<file path="src/rtl/serial_audio_rx_pkg.sv">
package serial_audio_rx_pkg;

    typedef enum logic [2:0] {
        FMT_I2S       = 3'd0,
        FMT_LJ24      = 3'd1,
        FMT_RJ24_LSBF = 3'd2,
        FMT_RJ16      = 3'd3,
        FMT_RJ18      = 3'd4,
        FMT_RJ20      = 3'd5,
        FMT_RJ24      = 3'd6,
        FMT_OFF       = 3'd7
    } fmt_e;

endpackage

</file>
<file path="src/rtl/serial_audio_rx_sync.sv">
module serial_audio_rx_sync #(
    parameter int WIDTH  = 4,
    parameter int STAGES = 2
) (
    input  logic             clk,
    input  logic             rst_n,
    input  logic [WIDTH-1:0] din,
    output logic [WIDTH-1:0] dout,
    output logic [WIDTH-1:0] rise
);
    typedef logic [STAGES:0][WIDTH-1:0] pipe_t;

    pipe_t pipe_d, pipe_q;

    always_comb begin
        pipe_d[0] = din;
        for (int i = 1; i <= STAGES; i++) begin
            pipe_d[i] = pipe_q[i-1];
        end
    end

    always_ff @(posedge clk) begin
        if (!rst_n) pipe_q <= '0;
        else        pipe_q <= pipe_d;
    end

    assign dout = pipe_q[STAGES-1];
    assign rise = pipe_q[STAGES-1] & ~pipe_q[STAGES];
endmodule

</file>
<file path="src/rtl/serial_audio_rx_ratio.sv">
module serial_audio_rx_ratio #(
    parameter int CNT_W   = 10,
    parameter int RATIO_A = 256,
    parameter int RATIO_B = 384,
    parameter int RATIO_C = 512,
    parameter int RATIO_D = 768
) (
    input  logic clk,
    input  logic rst_n,
    input  logic mck_rise,
    input  logic frame_rise,
    output logic ratio_ok
);
    localparam logic [CNT_W-1:0] CNT_MAX = {CNT_W{1'b1}};

    typedef struct packed {
        logic [CNT_W-1:0] cnt;
        logic             seen;
        logic             ok;
    } ratio_st_t;

    ratio_st_t st_d, st_q;
    logic      hit;

    always_comb begin
        hit = (st_q.cnt == CNT_W'(RATIO_A)) || (st_q.cnt == CNT_W'(RATIO_B)) ||
              (st_q.cnt == CNT_W'(RATIO_C)) || (st_q.cnt == CNT_W'(RATIO_D));
        st_d = st_q;
        if (frame_rise) begin
            st_d.ok   = st_q.seen && hit;
            st_d.seen = 1'b1;
            st_d.cnt  = mck_rise ? CNT_W'(1) : '0;
        end else if (mck_rise && st_q.cnt != CNT_MAX) begin
            st_d.cnt = st_q.cnt + 1'b1;
        end
    end

    always_ff @(posedge clk) begin
        if (!rst_n) st_q <= '0;
        else        st_q <= st_d;
    end

    assign ratio_ok = st_q.ok;
endmodule

</file>
<file path="src/rtl/serial_audio_rx_align.sv">
module serial_audio_rx_align
    import serial_audio_rx_pkg::*;
#(
    parameter int SLOT_W   = 32,
    parameter int SAMPLE_W = 24,
    parameter int CNT_W    = $clog2(SLOT_W + 1)
) (
    input  fmt_e                fmt,
    input  logic [SLOT_W-1:0]   word,
    input  logic [CNT_W-1:0]    nbits,
    output logic [SAMPLE_W-1:0] sample
);
    logic [SLOT_W-1:0]   msb_left;
    logic [CNT_W-1:0]    lshift;
    logic [SAMPLE_W-1:0] tail;
    logic [SAMPLE_W-1:0] reversed;

    always_comb begin
        lshift   = CNT_W'(SLOT_W) - nbits;
        msb_left = word << lshift;
        tail     = word[SAMPLE_W-1:0];
        for (int i = 0; i < SAMPLE_W; i++) begin
            reversed[i] = word[SAMPLE_W-1-i];
        end
        case (fmt)
            FMT_I2S, FMT_LJ24: sample = msb_left[SLOT_W-1 -: SAMPLE_W];
            FMT_RJ24_LSBF:     sample = reversed;
            FMT_RJ16:          sample = tail << (SAMPLE_W - 16);
            FMT_RJ18:          sample = tail << (SAMPLE_W - 18);
            FMT_RJ20:          sample = tail << (SAMPLE_W - 20);
            FMT_RJ24:          sample = tail;
            default:           sample = '0;
        endcase
    end
endmodule

</file>
<file path="src/rtl/serial_audio_rx.sv">
module serial_audio_rx
    import serial_audio_rx_pkg::*;
#(
    parameter int SLOT_W      = 32,
    parameter int SAMPLE_W    = 24,
    parameter int SYNC_STAGES = 2,
    parameter int RATIO_CNT_W = 10
) (
    input  logic                clk,
    input  logic                rst_n,
    input  logic [2:0]          fmt_sel,
    input  logic                mck,
    input  logic                bck,
    input  logic                lrck,
    input  logic                sdin,
    output logic [SAMPLE_W-1:0] left_sample,
    output logic [SAMPLE_W-1:0] right_sample,
    output logic                sample_valid,
    output logic                ratio_ok
);
    localparam int CNT_W = $clog2(SLOT_W + 1);

    typedef struct packed {
        logic [SLOT_W-1:0]   shreg;
        logic [CNT_W-1:0]    cnt;
        logic                lr_prev;
        logic [SAMPLE_W-1:0] left_hold;
        logic [SAMPLE_W-1:0] left_out;
        logic [SAMPLE_W-1:0] right_out;
        logic                valid;
    } rx_st_t;

    fmt_e                fmt;
    logic [3:0]          sync_lvl, sync_rise;
    logic                mck_rise_w, bck_rise_w, lr_rise_w, lr_s, sd_s;
    logic [SLOT_W-1:0]   shifted, done_word;
    logic [CNT_W-1:0]    cnt_inc, done_cnt;
    logic                lr_edge, is_left;
    logic [SAMPLE_W-1:0] aligned;
    rx_st_t              st_d, st_q;

    assign fmt = fmt_e'(fmt_sel);

    serial_audio_rx_sync #(.WIDTH(4), .STAGES(SYNC_STAGES)) sync_i (
        .clk  (clk),
        .rst_n(rst_n),
        .din  ({mck, bck, lrck, sdin}),
        .dout (sync_lvl),
        .rise (sync_rise)
    );

    assign mck_rise_w = sync_rise[3];
    assign bck_rise_w = sync_rise[2];
    assign lr_rise_w  = sync_rise[1];
    assign lr_s       = sync_lvl[1];
    assign sd_s       = sync_lvl[0];

    serial_audio_rx_ratio #(.CNT_W(RATIO_CNT_W)) ratio_i (
        .clk       (clk),
        .rst_n     (rst_n),
        .mck_rise  (mck_rise_w),
        .frame_rise(lr_rise_w),
        .ratio_ok  (ratio_ok)
    );

    // Word boundary: I2S counts the bit under the edge into the old word
    always_comb begin
        shifted = {st_q.shreg[SLOT_W-2:0], sd_s};
        cnt_inc = (st_q.cnt == CNT_W'(SLOT_W)) ? st_q.cnt : st_q.cnt + 1'b1;
        lr_edge = bck_rise_w && (lr_s != st_q.lr_prev);
        is_left = (fmt == FMT_I2S) ? !st_q.lr_prev : st_q.lr_prev;
        if (fmt == FMT_I2S) begin
            done_word = shifted;
            done_cnt  = cnt_inc;
        end else begin
            done_word = st_q.shreg;
            done_cnt  = st_q.cnt;
        end
    end

    serial_audio_rx_align #(.SLOT_W(SLOT_W), .SAMPLE_W(SAMPLE_W)) align_i (
        .fmt   (fmt),
        .word  (done_word),
        .nbits (done_cnt),
        .sample(aligned)
    );

    always_comb begin
        st_d       = st_q;
        st_d.valid = 1'b0;
        if (bck_rise_w) begin
            st_d.lr_prev = lr_s;
            if (lr_edge) begin
                if (fmt == FMT_I2S) begin
                    st_d.shreg = '0;
                    st_d.cnt   = '0;
                end else begin
                    st_d.shreg = {{(SLOT_W-1){1'b0}}, sd_s};
                    st_d.cnt   = CNT_W'(1);
                end
                if (is_left) begin
                    st_d.left_hold = aligned;
                end else begin
                    st_d.left_out  = st_q.left_hold;
                    st_d.right_out = aligned;
                    st_d.valid     = 1'b1;
                end
            end else begin
                st_d.shreg = shifted;
                st_d.cnt   = cnt_inc;
            end
        end
    end

    always_ff @(posedge clk) begin
        if (!rst_n) st_q <= '0;
        else        st_q <= st_d;
    end

    assign left_sample  = st_q.left_out;
    assign right_sample = st_q.right_out;
    assign sample_valid = st_q.valid;
endmodule

</file>
<file path="config.mk">
export PLATFORM = sky130hd
export DESIGN_NAME = serial_audio_rx
export DESIGN_NICKNAME = d
export VERILOG_FILES = /design/src/rtl/serial_audio_rx_pkg.sv /design/src/rtl/serial_audio_rx_sync.sv /design/src/rtl/serial_audio_rx_ratio.sv /design/src/rtl/serial_audio_rx_align.sv /design/src/rtl/serial_audio_rx.sv
export SDC_FILE = /design/constraint.sdc
export NUM_CORES = 1
export LEC_CHECK = 0
export BUFFER_PORTS_ARGS = -buffer_cell sky130_fd_sc_hd__buf_2
export CORE_UTILIZATION = 55
export DETAILED_ROUTE_END_ITERATION = 16
export PLACE_DENSITY_LB_ADDON = 0.15
export SETUP_SLACK_MARGIN = 0.05
export SYNTH_ARGS = -nofsm -noshare
export SYNTH_HDL_FRONTEND = slang
export SYNTH_SLANG_ARGS = --single-unit
</file>
<file path="constraint.sdc">
create_clock -name clk -period 5 [get_ports clk]
set_clock_uncertainty 0.1 [all_clocks]
set_input_delay 0.25 -clock clk [delete_from_list [all_inputs] [get_ports clk]]
set_output_delay 0.25 -clock clk [all_outputs]
set_load 0.005 [all_outputs]
</file>
**Word-level counts from Yosys, hierarchy flattened**

Cells that the tools add are included.

- Word-level logic and storage cells: 57
- Output and inout port bits: 50
- Latch bits: 0
- Input bits: 9
- Memory bits (read-only): 0
- Memory bits (writable): 0
- Memories kept: 0
- Register bits: 136

- Multipliers: 0
- Equality and inequality tests: 13
- Bitwise operators: 3
- Reductions and logical operators: 13
- Shift-type cells: 1
- Mux-type cells: 11
- $add $sub $neg: 3
- $lt $le $gt $ge: 0
- Div/mod/pow operators: 0

Operator list:

| cell | number |
|---|---|
| one-hot mux 24 bit (6 select lines) | 1 |
| two-way mux 38 bit | 1 |
| two-way mux 32 bit | 1 |
| left shift 32 x 6 -> 32 bit | 1 |
| == test 10 bit, second input constant | 2 |
| == test 10 x 9 -> 1 bit, second input constant | 2 |
| two-way mux 10 bit | 2 |
| two-way mux 6 bit | 2 |
| adder 10 x 1 -> 10 bit, second input constant | 1 |
| inequality test 10 bit, second input constant | 1 |
| == test 3 bit, second input constant | 3 |
| AND reduction 3 bit | 3 |
| two-way mux 7 bit | 1 |
| adder 6 x 1 -> 6 bit, second input constant | 1 |
| == test 3 x 2 -> 1 bit, second input constant | 2 |
| == test 6 bit, second input constant | 1 |
| subtractor 6 bit, first input constant | 1 |
| bitwise AND 4 bit | 1 |
| inverter 4 bit | 1 |
| == test 3 x 1 -> 1 bit, second input constant | 1 |
| logical AND 1 bit | 3 |
| logical NOT 3 bit | 1 |
| logical OR 1 bit | 3 |
| two-way mux 1 bit | 3 |
| 5 further kinds | 5 |

**Longest topological paths before layout**

- Depth in word-level cells: 6
- Depth in mapped cells: 17
- Mapped depth without buffers: 14

**Cells and area by module**

A second synthesis with hierarchy kept.

- Cell total of the unflattened synthesis: 1113
- Area, all modules: 8733.4 um2

By module, submodules not included:

| module | cells each | area each (um2) | instances |
|---|---|---|---|
| serial_audio_rx | 657 | 5038.6 | 1 |
| serial_audio_rx_align | 348 | 2663.8 | 1 |
| serial_audio_rx_ratio | 75 | 639.4 | 1 |
| serial_audio_rx_sync | 33 | 391.6 | 1 |

**Worst setup path before layout**

OpenSTA, ideal clock, no wires.

- Path type: register -> register
- From: register st_q[74] in the netlist's numbering
- To: register st_q[61] in the netlist's numbering
- Data required time: 4.775 ns
- Buffers on the path: 1
- Path slack: 1.069 ns
- Arrival time: 3.706 ns
- Library setup time: 0.125 ns
- Stages on the path, launching flop included: 14
- Cell sequence: dfxtp_1 inv_1 clkbuf_1 ha_1 or4b_1 o21ai_2 inv_2 ha_1 nor3_1 nor2_2 or3_1 o211ai_1 a21boi_1 o41a_1

- Word-level cells in the longest chain between the ends: 6
- Elaborated cells between the ends (all ways): 7
- Those cells by class: 2 x add/sub; 1 x eq/ne; 1 x shift; 3 x mux

RTL lines:

| element | line | source |
|---|---|---|
| start, declared | serial_audio_rx.sv:40 | `rx_st_t st_d, st_q;` |
| start signal, assigned | serial_audio_rx.sv:117 | `else st_q <= st_d;` |
| adder 6 x 1 -> 6 bit or == test 6 bit (tied branches) | serial_audio_rx.sv:69 | `cnt_inc = (st_q.cnt == CNT_W'(SLOT_W)) ? st_q.cnt : st_q.cnt + 1'b1;` |
| two-way mux 6 bit | serial_audio_rx.sv:69 |  |
| two-way mux 6 bit (*) | serial_audio_rx.sv:72 | `if (fmt == FMT_I2S) begin` |
| subtractor 6 bit (*) | serial_audio_rx_align.sv:19 | `lshift = CNT_W'(SLOT_W) - nbits;` |
| left shift 32 x 6 -> 32 bit (*) | serial_audio_rx_align.sv:20 | `msb_left = word << lshift;` |
| one-hot mux 24 bit (6 select lines) (*) | serial_audio_rx_align.sv:25 | `case (fmt)` |

Every way passes the cells marked *; elsewhere a longest branch is shown, timed or not.
A chain may end at the register's enable or synchronous reset.

**Worst setup path after layout**

- From: register st_q[75] in the netlist's numbering
- To: register st_q (netlist bit right_sample[15])

The elaborated chain is that of the path after synthesis.

==> report_table.html <==
<table>
<tr><th>Metric</th><th>Value</th></tr>
<tr><th colspan="2">Run status</th></tr>
<tr><td>Outcome</td><td>finished, final reports clean</td></tr>
<tr><th colspan="2">Synthesis</th></tr>
<tr><td>Mapped Cells</td><td>approximately 1300</td></tr>
<tr><td>Mean Syn Cell Area</td><td>7.40 sq um</td></tr>
<tr><td>Adder and majority gate portion of the synthesized area</td><td>less than 1%</td></tr>
<tr><td>Post-Synth Simple-Gate Area</td><td>22.4%</td></tr>
<tr><td>Post-synth EDFFs</td><td>0</td></tr>
<tr><td>Area share of xor/xnor cells in the synthesized design</td><td>1.96%</td></tr>
<tr><td>Proportion of synthesized chip area in sequential cells</td><td>between 20% and 30%</td></tr>
<tr><td>Post-synth cell types</td><td>82</td></tr>
<tr><td>Netlist Area Pre-Place</td><td>9940 sq um</td></tr>
<tr><td>Async SR Flop Fraction</td><td>0%</td></tr>
<tr><td>Top cell type by total area after synthesis</td><td>sky130_fd_sc_hd__dfxtp_1</td></tr>
<tr><td>Top-area cell type share of the netlist area</td><td>a little over a quarter</td></tr>
<tr><td>Number of nets produced by synthesis</td><td>1357</td></tr>
<tr><td>Combinational family with the most area after synthesis</td><td>compound AO/OA/AOI/OAI gates</td></tr>
<tr><td>Leading cell types by total area after synthesis</td><td>sky130_fd_sc_hd__dfxtp_1, sky130_fd_sc_hd__nand2_1, sky130_fd_sc_hd__o21ai_0, sky130_fd_sc_hd__a21boi_0, sky130_fd_sc_hd__a21oi_1</td></tr>
<tr><td>Main flop type after synthesis</td><td>sky130_fd_sc_hd__dfxtp_1</td></tr>
<tr><td>Mux share of post-synthesis cell area</td><td>approximately 4.7%</td></tr>
<tr><td>Compound-Gate Fraction of Synth Area</td><td>roughly a third</td></tr>
<tr><td>Number of synthesis warnings</td><td>0</td></tr>
<tr><td>Synthesis-stage register bit count</td><td>~140</td></tr>
<tr><th colspan="2">Timing</th></tr>
<tr><td>Slew Limit Headroom</td><td>19.4%</td></tr>
<tr><td>Number of setup violations in the final report</td><td>0</td></tr>
<tr><td>Final number of max-transition violations</td><td>0</td></tr>
<tr><td>Slew at the pin closest to its max-slew limit</td><td>between 1 and 1.5 ns</td></tr>
<tr><td>Time the final worst path needs with I/O delays and setup</td><td>roughly 4.4 ns</td></tr>
<tr><td>Setup repair after global routing missed its margin</td><td>false</td></tr>
<tr><td>Share of the cycle needed by the critical path after routing</td><td>87.4%</td></tr>
<tr><td>Worst hold slack across all endpoints</td><td>about 0.34 ns</td></tr>
<tr><td>Peak clock frequency supported by timing</td><td>approximately 230 MHz</td></tr>
<tr><td>Final-layout setup total negative slack</td><td>0 ns</td></tr>
<tr><td>Final Hold Fails</td><td>0</td></tr>
<tr><th colspan="2">Min path</th></tr>
<tr><td>Hold WC Path Type</td><td>reg2reg</td></tr>
<tr><th colspan="2">Final layout</th></tr>
<tr><td>Final core occ</td><td>60.4%</td></tr>
<tr><td>Number of nets at the end of the flow</td><td>approximately 1300</td></tr>
<tr><td>Growth of design area from synthesis to finish</td><td>6.23%</td></tr>
<tr><td>FILL cells</td><td>1593</td></tr>
<tr><td>Share of cells above drive strength 1</td><td>between 10 and 15%</td></tr>
<tr><td>Ant. Diodes</td><td>0</td></tr>
<tr><th colspan="2">Floorplanning</th></tr>
<tr><td>Starting utilization of the core area</td><td>56.9%</td></tr>
<tr><td>Floorplan core area</td><td>about 17000 sq um</td></tr>
<tr><td>Floorplan die width</td><td>between 100 and 150 um</td></tr>
<tr><td>Vertical die dimension</td><td>approximately 140 um</td></tr>
<tr><td># rows</td><td>48</td></tr>
<tr><td>Boundary Pins</td><td>59</td></tr>
<tr><td>Floorplan die area</td><td>between 15000 and 20000 sq um</td></tr>
<tr><th colspan="2">Setup path</th></tr>
<tr><td>Required arrival time at the worst endpoint</td><td>5.25 ns</td></tr>
<tr><td>Maximum fanout along the worst path</td><td>28</td></tr>
<tr><td>Slowest cell on crit path</td><td>sky130_fd_sc_hd__nor4_1</td></tr>
<tr><td>Endpoint kind of the worst setup timing path</td><td>register</td></tr>
<tr><td>Type of the worst setup path</td><td>reg2reg</td></tr>
<tr><td>Endpoint arrival time on the critical path</td><td>4.62 ns</td></tr>
<tr><td>Kind of start point of the critical path</td><td>register</td></tr>
<tr><td>Ordered list of cells on the worst path</td><td>inv_1, ha_1, or4b_1, o21ai_2, inv_2, ha_1, or3_1, nand2_1, buf_4, a21oi_1, nor4_1, o22ai_1, nor3_1</td></tr>
<tr><td>Slowest cell delay on critical path</td><td>around 0.51 ns</td></tr>
<tr><td>Cell seen most often among critical-path stages</td><td>sky130_fd_sc_hd__ha_1</td></tr>
<tr><th colspan="2">Placed design</th></tr>
<tr><td>Post-DP HPWL</td><td>roughly 24000 um</td></tr>
<tr><td>Number of port buffers</td><td>58</td></tr>
<tr><td>Final GP Congestion</td><td>around 1</td></tr>
<tr><th colspan="2">Routing</th></tr>
<tr><td>Avg Vias per Cell</td><td>around 7</td></tr>
<tr><td>Total wirelength of the detailed-routed design</td><td>34300 um</td></tr>
<tr><td>Pre-antenna DRT Iters</td><td>6</td></tr>
<tr><td>Post-route ant nets</td><td>0</td></tr>
<tr><td>DRC violations left</td><td>0</td></tr>
<tr><td>Per-cell routed wire length</td><td>roughly 23 um</td></tr>
<tr><td>Initial drt markers</td><td>~1500</td></tr>
<tr><td>Vias post-DR</td><td>between 10000 and 15000</td></tr>
<tr><th colspan="2">CTS</th></tr>
<tr><td>Insertion delay of the later-clocked pin in the worst-skew pair</td><td>around 0.44 ns</td></tr>
<tr><td>Root Driver</td><td>sky130_fd_sc_hd__clkbuf_16</td></tr>
<tr><td>Cts repair resizes</td><td>0</td></tr>
<tr><td>Count of H-tree levels built during CTS</td><td>4</td></tr>
<tr><td>Clock sink count</td><td>around 140</td></tr>
<tr><td>Number of buffers added by the clock tree synthesis step</td><td>17</td></tr>
<tr><td>Post-CTS clock slew at the launch and capture registers of the worst setup and hold paths</td><td>approximately 0.070 ns</td></tr>
<tr><td>CTS max path bufs</td><td>2</td></tr>
<tr><td>CTS tree</td><td>done</td></tr>
<tr><th colspan="2">GRT</th></tr>
<tr><td>Tot GR Track Use</td><td>37.1%</td></tr>
<tr><td>Via count of the first global-routing pass</td><td>slightly below 9000</td></tr>
<tr><td>Maximum number of pins on one net before global-route repair</td><td>128</td></tr>
<tr><td>First-pass GRT wire length</td><td>about 52000 um</td></tr>
<tr><td>GRT Residual Overflow</td><td>0</td></tr>
<tr><td>Number of antenna violations at the first check in global routing</td><td>0</td></tr>
<tr><th colspan="2">Pwr</th></tr>
<tr><td>Cell leakage power</td><td>roughly 3.7 nW</td></tr>
<tr><td>Worst voltage drop across the vdd grid</td><td>between 200 and 250 uV</td></tr>
<tr><td>Total power</td><td>2.85 mW</td></tr>
<tr><td>PD cells</td><td>around 270 nW/um^2</td></tr>
<tr><th colspan="2">Flow run</th></tr>
<tr><td>Number of maximum-capacitance constraint violations</td><td>0</td></tr>
</table>
==> logic make-up after synthesis <==
logic type                 count (synthesis)
AOI/OAI and AO/OA                        472
and+or+nand+nor                          458
buffers and inverters                    215
DFF                                      135
muxes                                     39
xor gates and xnor gates                  19
adders and majority gates                  5
==> timing repair <==
action                                 CTS  global route
setup buffers                            0             0
hold buffers                             4             0
setup endpoints to repair                0             0
endpoints found under the hold margin    4             0
==> final cells by class <==
class	instances	area, sq um	area share [%]
Clock buffer	18	429	4.06
Multi-Input combinational cell	993	6230	59.0
Tap cell	225	282	2.67
Sequential cell	135	2700	25.6
Inverter	25	93.8	0.889
Timing Repair Buffer	102	633	6.00
Clock inverter	14	188	1.78
==> through the flow <==
step | setup slack (ns) | instances | cell area [sq um]
after CTS | 0.733 | 1512 | 10600
after floorplan | 1.07 | 1343 | 9940
after global placement | 0.754 | 1476 | 9900
after detailed placement | 0.783 | 1476 | 9900
final | 0.628 | 1512 | 10600
after global routing | 0.181 | 1512 | 10600
==> cells in the mapped netlist, types with 16 or more instances <==
library cell,number
sky130_fd_sc_hd__a31oi_1,24
sky130_fd_sc_hd__mux2_2,16
sky130_fd_sc_hd__clkbuf_1,102
sky130_fd_sc_hd__nand2_1,158
sky130_fd_sc_hd__nor2_1,62
sky130_fd_sc_hd__dfxtp_1,135
sky130_fd_sc_hd__a211oi_1,26
sky130_fd_sc_hd__nor4_1,38
sky130_fd_sc_hd__o21ai_0,92
sky130_fd_sc_hd__buf_4,50
sky130_fd_sc_hd__a21boi_0,60
sky130_fd_sc_hd__buf_2,25
sky130_fd_sc_hd__o211ai_1,18
sky130_fd_sc_hd__inv_1,24
sky130_fd_sc_hd__nand3_1,68
sky130_fd_sc_hd__a21oi_1,85
sky130_fd_sc_hd__o21a_1,19
sky130_fd_sc_hd__mux2i_1,18
sky130_fd_sc_hd__nor3_1,38
==> report_power, final <==
| part | leakage (nW) | internal, mW | switching (mW) | total [mW] |
|---|---|---|---|---|
| Combinational | 2.28 | 0.131 | 0.271 | 0.402 |
| Sequential | 1.09 | 1.08 | 0.00676 | 1.09 |
| Clock | 0.292 | 0.800 | 0.558 | 1.36 |
==> registers in the layout, summed over array words and instances, names as in the netlist <==
register,flops
shifted,31
left_sample,24
st_q,32
right_sample,24
sync_i.dout,4
ratio_i.ratio_ok,1
sample_valid,1
ratio_i.st_q,11
sync_i.pipe_q,3
sync_i.pipe_d,4
==> layer usage <==
metal / wire (um) / up-vias / part of all wire, % / GRT usage, %
li1: - / 4798 / - / -
met1: 15100 / 4802 / 44 / 53.7
met2: 14200 / 612 / 41 / 51.9
met3: 3950 / 77 / 11 / 9.92
met4: 1080 / 0 / 3.1 / 13.6
met5: 0 / - / 0 / 0
==> worst max-delay path, delay by kind of cell (launching register included) <==
kind | cells | cell delay, ns
simple gates | 5 | 1.90
buf+inv | 3 | 0.66
flops | 1 | 0.50
compound gates | 3 | 0.42
fa+ha+maj | 2 | 0.70
==> final timing paths <==
kind	cells after the start	startpoint	slack (ns)	to
worst max-delay path	13	st_q[75]	0.63	right_sample[15]
worst min-delay path	1	sync_i.pipe_d[5]	0.34	sync_i.dout[1]
worst max register to register	13	st_q[75]	0.63	right_sample[15]
worst min register to register	1	sync_i.pipe_d[5]	0.34	sync_i.dout[1]
==> placed cells by master, fill, tap and decap left out, types with 11 or more instances in the layout <==
cell type / synthesis / routed
sky130_fd_sc_hd__nand2_1: 158 / 158
sky130_fd_sc_hd__dfxtp_1: 135 / 134
sky130_fd_sc_hd__o21ai_0: 92 / 92
sky130_fd_sc_hd__a21oi_1: 85 / 85
sky130_fd_sc_hd__nand3_1: 68 / 68
sky130_fd_sc_hd__nor2_1: 62 / 62
sky130_fd_sc_hd__a21boi_0: 60 / 60
sky130_fd_sc_hd__buf_2: 25 / 57
sky130_fd_sc_hd__buf_4: 50 / 41
sky130_fd_sc_hd__nor4_1: 38 / 38
sky130_fd_sc_hd__nor3_1: 38 / 37
sky130_fd_sc_hd__a211oi_1: 26 / 26
sky130_fd_sc_hd__inv_1: 24 / 24
sky130_fd_sc_hd__a31oi_1: 24 / 24
sky130_fd_sc_hd__o21a_1: 19 / 19
sky130_fd_sc_hd__mux2i_1: 18 / 18
sky130_fd_sc_hd__o211ai_1: 18 / 18
sky130_fd_sc_hd__clkbuf_16: 0 / 17
sky130_fd_sc_hd__mux2_2: 16 / 16
sky130_fd_sc_hd__a22oi_1: 15 / 15
sky130_fd_sc_hd__and2_1: 15 / 14
sky130_fd_sc_hd__a311oi_1: 14 / 14
sky130_fd_sc_hd__or3_1: 12 / 12
sky130_fd_sc_hd__a221oi_1: 12 / 12
sky130_fd_sc_hd__o31a_1: 11 / 11
sky130_fd_sc_hd__nor2b_1: 13 / 11
sky130_fd_sc_hd__o22ai_1: 11 / 11
Note: power is estimated with default switching activity, not from simulation.
